### src/rtl/usu_pkg.sv
package usu_pkg;
   localparam int unsigned ACC_DATA_W = 64;

   typedef enum logic [1:0] {
      ST_IDLE = 2'd0,
      ST_CMD  = 2'd1,
      ST_WAIT = 2'd2
   } usu_state_e;
endpackage

### src/rtl/usu_plan.sv
// Decides how many bus words an access touches and whether it may go as one burst.
module usu_plan #(
   parameter int unsigned LANES = 4,
   parameter int unsigned OFF_W = 2,
   parameter int unsigned CNT_W = 2
) (
   input  logic [OFF_W-1:0] off,
   input  logic [1:0]       size,
   output logic [CNT_W-1:0] beats,
   output logic             burst
);
   localparam int unsigned SPAN_W = OFF_W + 4;

   logic [SPAN_W-1:0] span;

   always_comb begin
      span  = SPAN_W'(off) + (SPAN_W'(1) << size) + SPAN_W'(LANES - 1);
      beats = CNT_W'(span / SPAN_W'(LANES));
      burst = (off == '0);
   end
endmodule

### src/rtl/usu_lane_pack.sv
// Moves store data onto its byte lanes and builds the enable stream.
module usu_lane_pack #(
   parameter int unsigned OFF_W    = 2,
   parameter int unsigned DATA_W   = 64,
   parameter int unsigned STREAM_W = 96
) (
   input  logic [DATA_W-1:0]     wdata,
   input  logic [OFF_W-1:0]      off,
   input  logic [1:0]            size,
   output logic [STREAM_W-1:0]   stream,
   output logic [STREAM_W/8-1:0] be
);
   localparam int unsigned BE_W = STREAM_W / 8;

   logic [DATA_W-1:0] dmask;
   logic [BE_W-1:0]   bmask;
   logic [OFF_W+2:0]  bit_sh;

   always_comb begin
      dmask  = (size == 2'd3) ? '1 : ((DATA_W'(1) << (8 << size)) - DATA_W'(1));
      bmask  = (BE_W'(1) << (1 << size)) - BE_W'(1);
      bit_sh = {off, 3'b000};
      stream = STREAM_W'(wdata & dmask) << bit_sh;
      be     = bmask << off;
   end
endmodule

### src/rtl/usu_lane_merge.sv
// Pulls the requested bytes out of the collected read beats.
module usu_lane_merge #(
   parameter int unsigned OFF_W    = 2,
   parameter int unsigned DATA_W   = 64,
   parameter int unsigned STREAM_W = 96
) (
   input  logic [STREAM_W-1:0] stream,
   input  logic [OFF_W-1:0]    off,
   input  logic [1:0]          size,
   output logic [DATA_W-1:0]   rdata
);
   logic [DATA_W-1:0] dmask;
   logic [OFF_W+2:0]  bit_sh;

   always_comb begin
      dmask  = (size == 2'd3) ? '1 : ((DATA_W'(1) << (8 << size)) - DATA_W'(1));
      bit_sh = {off, 3'b000};
      rdata  = DATA_W'(stream >> bit_sh) & dmask;
   end
endmodule

### src/rtl/unaligned_split_unit.sv
module unaligned_split_unit
   import usu_pkg::*;
#(
   parameter int unsigned ADDR_W = 32,
   parameter int unsigned BUS_W  = 32
) (
   input  logic                clk,
   input  logic                rst_n,
   input  logic                req_valid,
   output logic                req_ready,
   input  logic                req_write,
   input  logic [1:0]          req_size,
   input  logic [ADDR_W-1:0]   req_addr,
   input  logic [63:0]         req_wdata,
   output logic                bus_valid,
   input  logic                bus_ready,
   output logic                bus_write,
   output logic [ADDR_W-1:0]   bus_addr,
   output logic [1:0]          bus_len,
   output logic [BUS_W-1:0]    bus_wdata,
   output logic [BUS_W/8-1:0]  bus_be,
   input  logic                rsp_valid,
   input  logic [BUS_W-1:0]    rsp_rdata,
   output logic                done_valid,
   output logic [63:0]         done_rdata
);
   localparam int unsigned LANES     = BUS_W / 8;
   localparam int unsigned OFF_W     = $clog2(LANES);
   localparam int unsigned WORD_W    = ADDR_W - OFF_W;
   localparam int unsigned MAX_BYTES = ACC_DATA_W / 8;
   localparam int unsigned MAX_BEATS = (MAX_BYTES + 2 * LANES - 2) / LANES;
   localparam int unsigned STREAM_W  = MAX_BEATS * BUS_W;
   localparam int unsigned BE_W      = MAX_BEATS * LANES;
   localparam int unsigned CNT_W     = 2;

   if (BUS_W != 32) begin : g_bad_bus
      $error("unaligned_split_unit: BUS_W must be 32");
   end
   if (ADDR_W < 4) begin : g_bad_addr
      $error("unaligned_split_unit: ADDR_W must be at least 4");
   end

   usu_state_e          state;
   logic                write_q;
   logic [1:0]          size_q;
   logic [OFF_W-1:0]    off_q;
   logic [WORD_W-1:0]   word_q;
   logic [CNT_W-1:0]    beats_q;
   logic                burst_q;
   logic [CNT_W-1:0]    beat_idx;
   logic [CNT_W-1:0]    rsp_idx;
   logic [STREAM_W-1:0] wstream_q;
   logic [BE_W-1:0]     be_q;
   logic [STREAM_W-1:0] rstream_q;
   logic [STREAM_W-1:0] live_stream;

   logic [CNT_W-1:0]    plan_beats;
   logic                plan_burst;
   logic [STREAM_W-1:0] pack_stream;
   logic [BE_W-1:0]     pack_be;
   logic [63:0]         merged;

   logic accept, bus_take, rsp_take, last_cmd, last_rsp;

   usu_plan #(.LANES(LANES), .OFF_W(OFF_W), .CNT_W(CNT_W)) u_plan (
      .off   (req_addr[OFF_W-1:0]),
      .size  (req_size),
      .beats (plan_beats),
      .burst (plan_burst)
   );

   usu_lane_pack #(.OFF_W(OFF_W), .DATA_W(ACC_DATA_W), .STREAM_W(STREAM_W)) u_pack (
      .wdata  (req_wdata),
      .off    (req_addr[OFF_W-1:0]),
      .size   (req_size),
      .stream (pack_stream),
      .be     (pack_be)
   );

   usu_lane_merge #(.OFF_W(OFF_W), .DATA_W(ACC_DATA_W), .STREAM_W(STREAM_W)) u_merge (
      .stream (live_stream),
      .off    (off_q),
      .size   (size_q),
      .rdata  (merged)
   );

   assign req_ready = (state == ST_IDLE);
   assign accept    = req_valid && req_ready;
   assign bus_valid = (state == ST_CMD);
   assign bus_take  = bus_valid && bus_ready;
   assign rsp_take  = (state == ST_WAIT) && rsp_valid;
   assign last_cmd  = (beat_idx == beats_q - CNT_W'(1));
   assign last_rsp  = (rsp_idx == beats_q - CNT_W'(1));

   assign bus_write = bus_valid && write_q;
   assign bus_addr  = {word_q + (burst_q ? WORD_W'(0) : WORD_W'(beat_idx)), {OFF_W{1'b0}}};
   assign bus_len   = (bus_valid && burst_q) ? 2'(beats_q - CNT_W'(1)) : 2'd0;
   assign bus_wdata = bus_write ? wstream_q[beat_idx*BUS_W +: BUS_W] : '0;
   assign bus_be    = bus_write ? be_q[beat_idx*LANES +: LANES] : '0;

   // One slot per bus word: capture its read beat, and feed the merge with
   // the arriving beat already in place on the final response.
   for (genvar g = 0; g < MAX_BEATS; g++) begin : g_slot
      always_ff @(posedge clk) begin
         if (!rst_n) begin
            rstream_q[g*BUS_W +: BUS_W] <= '0;
         end else if (rsp_take && rsp_idx == CNT_W'(g)) begin
            rstream_q[g*BUS_W +: BUS_W] <= rsp_rdata;
         end
      end
      assign live_stream[g*BUS_W +: BUS_W] =
         (rsp_take && rsp_idx == CNT_W'(g)) ? rsp_rdata : rstream_q[g*BUS_W +: BUS_W];
   end

   always_ff @(posedge clk) begin
      if (!rst_n) begin
         state      <= ST_IDLE;
         write_q    <= 1'b0;
         size_q     <= '0;
         off_q      <= '0;
         word_q     <= '0;
         beats_q    <= CNT_W'(1);
         burst_q    <= 1'b0;
         beat_idx   <= '0;
         rsp_idx    <= '0;
         wstream_q  <= '0;
         be_q       <= '0;
         done_valid <= 1'b0;
         done_rdata <= '0;
      end else begin
         done_valid <= 1'b0;
         unique case (state)
            ST_IDLE: if (accept) begin
               write_q   <= req_write;
               size_q    <= req_size;
               off_q     <= req_addr[OFF_W-1:0];
               word_q    <= req_addr[ADDR_W-1:OFF_W];
               beats_q   <= plan_beats;
               burst_q   <= plan_burst;
               beat_idx  <= '0;
               rsp_idx   <= '0;
               wstream_q <= req_write ? pack_stream : '0;
               be_q      <= req_write ? pack_be : '0;
               state     <= ST_CMD;
            end
            ST_CMD: if (bus_take) begin
               if (!write_q) begin
                  state <= ST_WAIT;
               end else if (last_cmd) begin
                  done_valid <= 1'b1;
                  done_rdata <= '0;
                  state      <= ST_IDLE;
               end else begin
                  beat_idx <= beat_idx + CNT_W'(1);
               end
            end
            ST_WAIT: if (rsp_take) begin
               rsp_idx <= rsp_idx + CNT_W'(1);
               if (last_rsp) begin
                  done_valid <= 1'b1;
                  done_rdata <= merged;
                  state      <= ST_IDLE;
               end else if (!burst_q) begin
                  beat_idx <= beat_idx + CNT_W'(1);
                  state    <= ST_CMD;
               end
            end
            default: state <= ST_IDLE;
         endcase
      end
   end

   // every offered transaction is word aligned
   a_r2_word_addr: assert property (@(posedge clk) disable iff (!rst_n)
      bus_valid |-> (bus_addr[OFF_W-1:0] == '0));

   // an offer that is not taken stays put
   a_r7_hold: assert property (@(posedge clk) disable iff (!rst_n)
      (bus_valid && !bus_ready) |=> (bus_valid && $stable(bus_addr) && $stable(bus_len)
                                     && $stable(bus_wdata) && $stable(bus_be)
                                     && $stable(bus_write)));

   // loads never carry enables
   a_r5_read_no_be: assert property (@(posedge clk) disable iff (!rst_n)
      (bus_valid && !bus_write) |-> (bus_be == '0 && bus_wdata == '0));

   // every store beat writes at least one lane
   a_r6_write_be: assert property (@(posedge clk) disable iff (!rst_n)
      bus_write |-> (bus_be != '0));

   // a multi-beat store burst writes whole words
   a_r3_burst_full: assert property (@(posedge clk) disable iff (!rst_n)
      (bus_write && bus_len != 2'd0) |-> (bus_be == '1));

   // no new request while the bus side is busy; completion is a pulse
   a_r8_busy: assert property (@(posedge clk) disable iff (!rst_n)
      bus_valid |-> !req_ready);

   a_r8_done_pulse: assert property (@(posedge clk) disable iff (!rst_n)
      done_valid |=> !done_valid);
endmodule

### config.mk
export PLATFORM = sky130hd
export DESIGN_NAME = unaligned_split_unit
export DESIGN_NICKNAME = d
export VERILOG_FILES = /design/src/rtl/usu_pkg.sv /design/src/rtl/usu_plan.sv /design/src/rtl/usu_lane_pack.sv /design/src/rtl/usu_lane_merge.sv /design/src/rtl/unaligned_split_unit.sv
export SDC_FILE = /design/constraint.sdc
export NUM_CORES = 1
export LEC_CHECK = 0
export ABC_AREA = 0
export CAP_MARGIN = 20
export CORE_MARGIN = 1
export CORE_UTILIZATION = 55
export DETAILED_ROUTE_END_ITERATION = 6
export GPL_TIMING_DRIVEN = 0
export MAX_ROUTING_LAYER = met4
export PLACE_DENSITY = 0.82
export SETUP_SLACK_MARGIN = 0.05
export SYNTH_ARGS = -nofsm -noshare
export SYNTH_HDL_FRONTEND = slang
export SYNTH_HIERARCHICAL = 1
export SYNTH_SLANG_ARGS = --single-unit
### constraint.sdc
create_clock -name clk -period 4.26 [get_ports clk]
set_clock_uncertainty 0.1 [all_clocks]
set_input_delay 1.278 -clock clk [delete_from_list [all_inputs] [get_ports clk]]
set_output_delay 1.278 -clock clk [all_outputs]
set_load 0.05 [all_outputs]
; Word-level counts from Yosys, hierarchy flattened
; Cells that the tools add are included.
[word_totals]
in_bits = 136
output_inout_bits = 138
word_cells = 118
ff_bits = 313
[classes]
reduce_logical = 19
n_shift = 12
n_bitwise = 2
n_addsub = 9
eq_ne = 19
n_mux = 41
[ops]
columns = cell, n
row1 = 64-bit two-way mux, 7
row2 = 64-bit AND, 2
row3 = 32-bit two-way mux, 4
row4 = 64-bit one-hot mux with 2 select lines, 1
row5 = 1-bit by 32-bit left shift with 64-bit output (first input constant), 2
row6 = 64-bit by 1-bit subtractor with 64-bit output (second input constant), 2
row7 = 96-bit two-way mux, 1
row8 = 96-bit by 8-bit indexed part select with 32-bit output, 1
row9 = 96-bit by 5-bit left shift with 96-bit output, 1
row10 = 96-bit by 5-bit right shift with 64-bit output, 1
row11 = 4-bit by 2-bit left shift with 32-bit output (first input constant), 2
row12 = 2-bit two-way mux, 17
row13 = 1-bit by 2-bit left shift with 32-bit output (first input constant), 1
row14 = 1-bit by 32-bit left shift with 12-bit output (first input constant), 1
row15 = 30-bit by 2-bit adder with 30-bit output, 1
row16 = 12-bit two-way mux, 1
row17 = 2-bit one-hot mux with 3 select lines, 2
row18 = 12-bit by 5-bit indexed part select with 4-bit output, 1
row19 = 12-bit by 2-bit left shift with 12-bit output, 1
row20 = 12-bit by 2-bit subtractor with 12-bit output (second input constant), 1
row21 = 2-bit != test (second input constant), 5
row22 = 2-bit == test (second input constant), 4
row23 = 1-bit logical AND, 8
row24 = 2-bit by 1-bit != test with 1-bit output (second input constant), 4
row25 = other kinds (21), 31

; Depth between registers and ports, before layout
; Gate-level depths: netlist of run 1.
[logic_depth]
ltp_word = 9
mapped_depth = 12
mapped_depth_nobuf = 8

; Hierarchy
; Netlist of run 1, hierarchy kept.
[modules_own_cells]
columns = module, area_each_um2, seq_area_each_um2, n_inst, cells_each
row1 = unaligned_split_unit, 13444.1, 6266.0, 1, 1443
row2 = usu_lane_pack, 1828.0, 0.0, 1, 282
row3 = usu_lane_merge, 1446.4, 0.0, 1, 161
row4 = usu_plan, 85.1, 0.0, 1, 11

; Worst setup path before layout of run 1
; Ideal clock, no wire load.
[synth_path]
path_type = register to output
startpoint = register beat_idx[0]
endpoint = output port bus_addr[20]
path_stages_with_launch = 13
arrival_ps = 3311
required_ps = 2882
slack_ps = -429
path_cell_list = dfxtp_1 > clkbuf_1 > buf_2 > clkbuf_1 > buf_2 > nor2b_1 > ha_1 > fa_1 > nand4_1 > or3_1 > clkbuf_1 > nor2_1 > xor2_1
[synth_between]
elab_chain_cells = 2
[synth_lines]
columns = element, line
row1 = "start, declared", unaligned_split_unit.sv:50  ; logic [CNT_W-1:0] beat_idx;
row2 = "start signal, assigned", unaligned_split_unit.sv:154  ; beat_idx <= beat_idx + CNT_W'(1);
row3 = "start signal, assigned", unaligned_split_unit.sv:164  ; beat_idx <= beat_idx + CNT_W'(1);
row4 = 2-bit two-way mux, unaligned_split_unit.sv:96  ; assign bus_addr = {word_q + (burst_q ? WORD_W'(0) : WORD_W'(beat_idx)), {OFF_W{1'b0}}};
row5 = 30-bit by 2-bit adder with 30-bit output, unaligned_split_unit.sv:96
row6 = "end, declared", unaligned_split_unit.sv:18  ; output logic [ADDR_W-1:0] bus_addr,
; No other way between the ends.

; Worst setup path after layout of run 1
[layout_path]
startpoint = register word_q[16]
endpoint = output port bus_addr[31]
[layout_between]
elab_chain_cells = 1
[layout_lines]
columns = element, line
row1 = "start, declared", unaligned_split_unit.sv:47  ; logic [WORD_W-1:0] word_q;
row2 = "start signal, assigned", unaligned_split_unit.sv:137  ; word_q <= req_addr[ADDR_W-1:OFF_W];
row3 = 30-bit by 2-bit adder with 30-bit output, unaligned_split_unit.sv:96
; No other way between the ends.

==> impl_metrics.env, run 1 <==
export IMPL_outcome="completed"
export IMPL_crit_path_max_fanout=5
export IMPL_grt_pass1_vias=16000
export IMPL_dp_hpwl_mm=49.5
export IMPL_antenna_found_initial=1
export IMPL_min_to="word_q[22]$_SDFFE_PN0P_"
export IMPL_cp_top_family="simple AND/OR/NAND/NOR gates"
export IMPL_worst_path_buf_inv=1
export IMPL_portBuffers=269
export IMPL_holdWs_ns=0.361
export IMPL_htree_levels=1
export IMPL_grt_pass1_wl_mm=96.5
export IMPL_vias=16400
export IMPL_wire_per_inst_um=24.9
export IMPL_powerDensity_nw_per_um2=395
export IMPL_cts_buffers_inserted=31
export IMPL_grt_overflow=0
export IMPL_hold_path_depth=2
export IMPL_hold_violations=0
export IMPL_crit_arrival_ns=2.76
export IMPL_slew_viol_final=0
export IMPL_crit_path_end_kind="output pin"
export IMPL_clockRootBuffer="clkbuf_16"
export IMPL_layout_min_cycle_time_ns=4.14
export IMPL_initial_utilization_pct=55.8
export IMPL_switching_share_pct=34.7
export IMPL_peakVddDrop_mv=0.359
export IMPL_max_freq_ghz=0.242
export IMPL_setup_violations_final=0
export IMPL_antenna_cells=0
export IMPL_path_class="reg -> out"
export IMPL_path_clk_slew_ns=0.06
export IMPL_r2r_end="done_rdata[4]$_SDFFE_PN0P_"
export IMPL_syn_to_final_growth_pct=29.3
export IMPL_fin_nets=2348
export IMPL_p_leak_uw=0.00802
export IMPL_fin_ws_ns=0.121
export IMPL_grt_use_total_pct=42.6
export IMPL_finalCritPeriodShare_pct=97.2
export IMPL_die_y_um=175
export IMPL_viasPerCell=6.29
export IMPL_clockPowerShare_pct=33.4
export IMPL_synth_cell_area_um2=16500
export IMPL_num_rows=63
export IMPL_drv_cap=0
export IMPL_cts_sinks=305
export IMPL_cp_data_required_time_ns=2.88
export IMPL_r2r_slack_ns=1.07
export IMPL_syn_avg_cell_area_um2=8.81
export IMPL_pre_cts_ws_ns=-1.31
export IMPL_p_int_uw=5510
export IMPL_drt_wl_total_mm=64.9
export IMPL_place_congestion=1.05
export IMPL_cp_cell_sequence="nand4_1 -> nor4_4 -> nand2_4 -> nor3_4 -> xor2_2 -> buf_6"
export IMPL_die_x_um=175
export IMPL_p_sw_uw=2920
export IMPL_rsz0062_at_grt="no"
export IMPL_worst_path_largest_cell_delay_ns=0.60
export IMPL_top_level_ports=274
export IMPL_first_iter_violations=1894
export IMPL_reg2regPathDepth=8
export IMPL_r2r_start="state[0]$_SDFFE_PN0P_"
export IMPL_tightest_slew_ns=0.880
export IMPL_worstHoldStart="word_q[22]$_SDFFE_PN0P_"
export IMPL_remaining_drc_errors=0
export IMPL_yosys_warnings=6
export IMPL_worst_path_max_delay_cell="nor4_4"
export IMPL_postSynthCellCount=1873
export IMPL_cts_tree="done"
export IMPL_cts_buffer_depth=3
export IMPL_power_frac_comb_pct=29.3
export IMPL_core_um2=29600
export IMPL_grt_start_max_net_pins=17
export IMPL_ant_nets=0
export IMPL_seq_power_share_pct=37.3
export IMPL_drive_gt1_share_pct=15.2
export IMPL_hold_path_class="reg -> reg"
export IMPL_startpoint_type="flop"
export IMPL_first_pass_iters=6
export IMPL_clkLatencyLatePin_ns=0.58
export IMPL_relSlewSlack_pct=41.1
export IMPL_die_area_um2=30700
## per-layer routing
metal | vias to the layer above | routed length (µm) | global-route usage [%]
met5 | - | 0 | -
met4 | 0 | 4070 | 22.7
met3 | 259 | 5660 | 5.46
met2 | 1083 | 30000 | 68.4
met1 | 7851 | 25100 | 52.2
li1 | 7243 | - | -
## sequential cells by signal (all words and copies together) (netlist names)
| signal | cells |
|---|---|
| state | 2 |
| burst_q | 1 |
| beat_idx | 2 |
| off_q | 2 |
| done_valid | 1 |
| be_q | 12 |
| beats_q | 2 |
| rsp_idx | 2 |
| wstream_q | 96 |
| done_rdata | 64 |
| rstream_q | 88 |
| write_q | 1 |
| size_q | 2 |
| word_q | 30 |
## worst max-delay path by stage
stage                              from      endpoint  slack [ns]  cells after the start
2_1_floorplan  beat_idx[0]$_SDFFE_PN0P_  bus_addr[18]        0.05                     12
3_3_place_gp   beat_idx[0]$_SDFFE_PN0P_  bus_addr[22]       -1.22                     13
3_5_place_dp   beat_idx[0]$_SDFFE_PN0P_  bus_addr[22]       -1.31                     13
4_1_cts        beat_idx[0]$_SDFFE_PN0P_  bus_addr[20]       -0.12                     12
5_1_grt         word_q[16]$_SDFFE_PN0P_  bus_addr[31]        0.05                      6
6_report        word_q[16]$_SDFFE_PN0P_  bus_addr[31]        0.12                      6
## layout make-up
type,instances,area [µm²]
sequential,305,6110
buffer,174,955
multi-input combinational,1381,9840
tap,390,488
fill,2174,8210
timing repair buffer,290,2830
clock inverter,11,128
inverter,17,63.8
clock buffer,43,921
## placed cells by master, fill, tap and decap left out, types with 72 or more instances in the layout
master           instances
nand3_1                136
clkdlybuf4s50_1        205
nand2_1                255
o22ai_1                 72
and2_1                 116
nor2_1                  85
dfxtp_1                302
clkbuf_1                90
a21boi_0               146
mux2i_1                146
mux2_2                 104
## power groups by stage
| stage | Sequential [µW] | Combinational, µW | Clock, µW |
|---|---|---|---|
| 3_5_place_dp | 3180 | 2320 | 0 |
| 6_report | 3140 | 2470 | 2810 |
| 5_1_grt | 3150 | 2580 | 2920 |
| 3_3_place_gp | 3170 | 2300 | 0 |
| 4_1_cts | 3130 | 2430 | 2820 |
| 2_1_floorplan | 3150 | 1540 | 0 |
## tightest hold or removal path, delay by kind of cell, from the launching register on
family           cells  cell delay (ns)
flip-flops           1             0.31
AND/OR/NAND/NOR      1             0.04
AO/OA/AOI/OAI        1             0.06
## repair_timing
action,in CTS,in global routing
setup endpoints to repair,66,32
gates cloned,0,0
hold buffers,0,0
gates resized for setup,241,10
pin swaps,14,7
buffers inserted,18,3
## through the flow
stage                     total power, µW  util, %  TNS (ns)  cells  area [µm²]
after floorplan                      4680        -         0   1882       16800
after global placement               5470     67.5    -21.35   2541       20000
after detailed placement             5510     67.5    -24.46   2541       20000
after CTS                            8370     72.3    -0.397   2611       21400
after global routing                 8660     72.2         0   2611       21300
final                                8430     72.2         0   2611       21300
No activity file was read; power rests on OpenSTA's default activity.
==> run 2: changes to the inputs <==
--- a/config.mk
+++ b/config.mk
@@ -8,11 +8,12 @@
 export ABC_AREA = 0
 export CAP_MARGIN = 20
 export CORE_MARGIN = 1
-export CORE_UTILIZATION = 55
+export CORE_UTILIZATION = 56
+export CTS_BUF_LIST = sky130_fd_sc_hd__clkbuf_2
 export DETAILED_ROUTE_END_ITERATION = 6
 export GPL_TIMING_DRIVEN = 0
 export MAX_ROUTING_LAYER = met4
-export PLACE_DENSITY = 0.82
+export PLACE_DENSITY = 0.92
 export SETUP_SLACK_MARGIN = 0.05
 export SYNTH_ARGS = -nofsm -noshare
 export SYNTH_HDL_FRONTEND = slang
==> run 2 against run 1 <==
- the run now ends with setup timing left
- worst setup slack got worse by 0.46 ns
- wire length decreased by 2.9%
- non-clock buffer count increased by 6
- cell area is 1.6% lower
- flip-flop and latch count unchanged
- total power is 11% lower
- critical path depth up 4
- final cell count is 2.5% higher
- sequential power about the same
- critical endpoint unchanged
- highest routed layer unchanged
==> impl_metrics.env, run 2 (synthesis gave the netlist of run 1 again) <==
export IMPL_place_congestion=1.07
export IMPL_path_class="reg -> out"
export IMPL_peakVddDrop_mv=0.216
export IMPL_setup_violations_final=22
export IMPL_antenna_found_initial=1
export IMPL_critPathMostFrequentCell="clkbuf_16"
export IMPL_regMostFlops="wstream_q"
export IMPL_cp_cell_sequence="clkbuf_16 -> clkbuf_16 -> nor2b_4 -> ha_4 -> a21o_1 -> nor4b_4 -> nand2_2 -> nor3_4 -> xor2_2 -> buf_6"
export IMPL_placed_area_um2=19900
export IMPL_dp_hpwl_mm=48.2
export IMPL_clkLatencyLatePin_ns=0.86
export IMPL_relSlewSlack_pct=31.1
export IMPL_top_regs="wstream_q: 96 flops, rstream_q: 88 flops, done_rdata: 64 flops"
export IMPL_worst_path_largest_cell_delay_ns=0.39
export IMPL_outcome="complete, but fails checks"
export IMPL_drv_cap=0
export IMPL_finalCritPeriodShare_pct=108
export IMPL_syn_to_final_growth_pct=27.3
export IMPL_final_cells=2675
export IMPL_first_pass_iters=6
export IMPL_final_common_cell="dfxtp_1"
export IMPL_p_int_uw=4660
export IMPL_multi_input_area_um2=9870
export IMPL_wire_per_inst_um=23.6
export IMPL_r2r_slack_ns=1.17
export IMPL_totalPowerFinal_uw=7520
export IMPL_viasPerCell=6.20
export IMPL_seq_power_share_pct=41.7
export IMPL_path_clk_slew_ns=0.10
export IMPL_grt_overflow=0
export IMPL_powerDensity_nw_per_um2=358
export IMPL_power_frac_comb_pct=32.8
export IMPL_switching_share_pct=38.1
export IMPL_startpoint_type="flop"
export IMPL_layout_min_cycle_time_ns=4.60
export IMPL_hold_path_class="reg -> reg"
export IMPL_p_leak_uw=0.00791
export IMPL_drive_gt1_share_pct=19.2
export IMPL_fin_area_um2=21000
export IMPL_core_um2=28900
export IMPL_tightest_slew_ns=1.03
export IMPL_rsz0062_at_grt="yes"
export IMPL_fin_nets=2396
export IMPL_cts_buffers_inserted=73
export IMPL_first_iter_violations=2253
export IMPL_die_y_um=174
export IMPL_final_cell_mix="dfxtp_1, nand2_1, clkdlybuf4s50_1"
export IMPL_p_sw_uw=2860
export IMPL_portBuffers=269
export IMPL_worst_path_max_delay_cell="nor4b_4"
export IMPL_clockRootBuffer="clkbuf_2"
export IMPL_die_area_um2=30200
export IMPL_cts_sinks=305
export IMPL_htree_levels=3
export IMPL_cts_buffer_depth=3
export IMPL_grt_pass1_wl_mm=94.0
export IMPL_initial_utilization_pct=57.2
export IMPL_crit_arrival_ns=3.22
export IMPL_num_fill_cells=2073
export IMPL_crit_path_end_kind="output pin"
export IMPL_drt_wl_total_mm=63.0
export IMPL_remaining_drc_errors=0
export IMPL_vias=16600
export IMPL_num_rows=62
export IMPL_violations="setup timing"
export IMPL_grt_start_max_net_pins=11
export IMPL_grt_pass1_vias=16500
export IMPL_slew_viol_final=0
export IMPL_clockPowerShare_pct=25.5
export IMPL_largest_reg_flops=96
export IMPL_layout_area_seq_um2=6110
export IMPL_top_level_ports=274
export IMPL_cts_tree="done"
export IMPL_die_x_um=174
export IMPL_cp_data_required_time_ns=2.88
export IMPL_grt_use_total_pct=41.8
export IMPL_crit_path_max_fanout=5
export IMPL_fin_ws_ns=-0.338
export IMPL_max_freq_ghz=0.217
export IMPL_ant_nets=0
export IMPL_dpl_cell_count=2535
export IMPL_hold_violations=0
[run 2: path summary, 6_finish.rpt]
kind                                 start                           to  cells past startpoint
setup reg to reg     state[0]$_SDFFE_PN0P_  done_rdata[19]$_SDFFE_PN0P_                      9
hold / removal      word_q[9]$_SDFFE_PN0P_       word_q[9]$_SDFFE_PN0P_                      2
hold reg to reg     word_q[9]$_SDFFE_PN0P_       word_q[9]$_SDFFE_PN0P_                      2
setup / recovery  beat_idx[1]$_SDFFE_PN0P_                 bus_addr[31]                     10
[run 2: power groups by stage]
stage               clock network (µW)  logic (µW)  registers (µW)
finish                            1920        2460            3140
CTS                               1900        2380            3130
floorplan                            0        1540            3150
global route                      2070        2580            3150
global placement                     0        2240            3170
detailed placement                   0        2280            3180
[run 2: final cells by class]
cell class	instances	share of cell area (%)
clock buffer	100	2.38
inverter	17	0.304
tap	384	2.29
antenna	1	0.0119
buffer	177	4.88
multi-input combinational	1381	47.0
sequential	305	29.1
timing repair buffer	293	13.5
clock inverter	17	0.578
[run 2: repair_timing]
action,CTS,global route
endpoints found under the setup margin,67,64
hold endpoints to repair,0,0
hold buffers,0,0
buffers inserted,17,8
pin swaps,11,13
resized for setup,327,67
[run 2: through the flow]
| step | hold slack [ns] | utilization, % | setup TNS, ns | setup WS (ns) |
|---|---|---|---|---|
| finish | 0.369 | 72.8 | -5.06 | -0.338 |
| global route | 0.383 | 72.8 | -7.23 | -0.455 |
| global placement | 0.347 | 69.1 | -19.09 | -1.12 |
| detailed placement | 0.355 | 69.1 | -20.84 | -1.21 |
| CTS | 0.368 | 72.7 | -4.29 | -0.423 |
| floorplan | 0.340 | - | 0 | 0.0505 |
[run 2: worst max-delay path, delay by kind of cell, from the launching register on]
family	cells	cell delay [ns]
XOR/XNOR	1	0.16
flip-flops	1	0.38
adder cells (fa/ha/maj)	1	0.28
AO/OA/AOI/OAI	1	0.22
AND/OR/NAND/NOR	4	0.92
buffers and inverters	3	0.46
[run 2: metal layers]
| metal | up-vias | routed length [µm] | global-route usage [%] |
|---|---|---|---|
| li1 | 7363 | - | - |
| met1 | 7802 | 23200 | 48.2 |
| met2 | 1152 | 29600 | 67.6 |
| met3 | 272 | 6000 | 7.59 |
| met4 | 0 | 4240 | 25.7 |
| met5 | - | 0 | - |
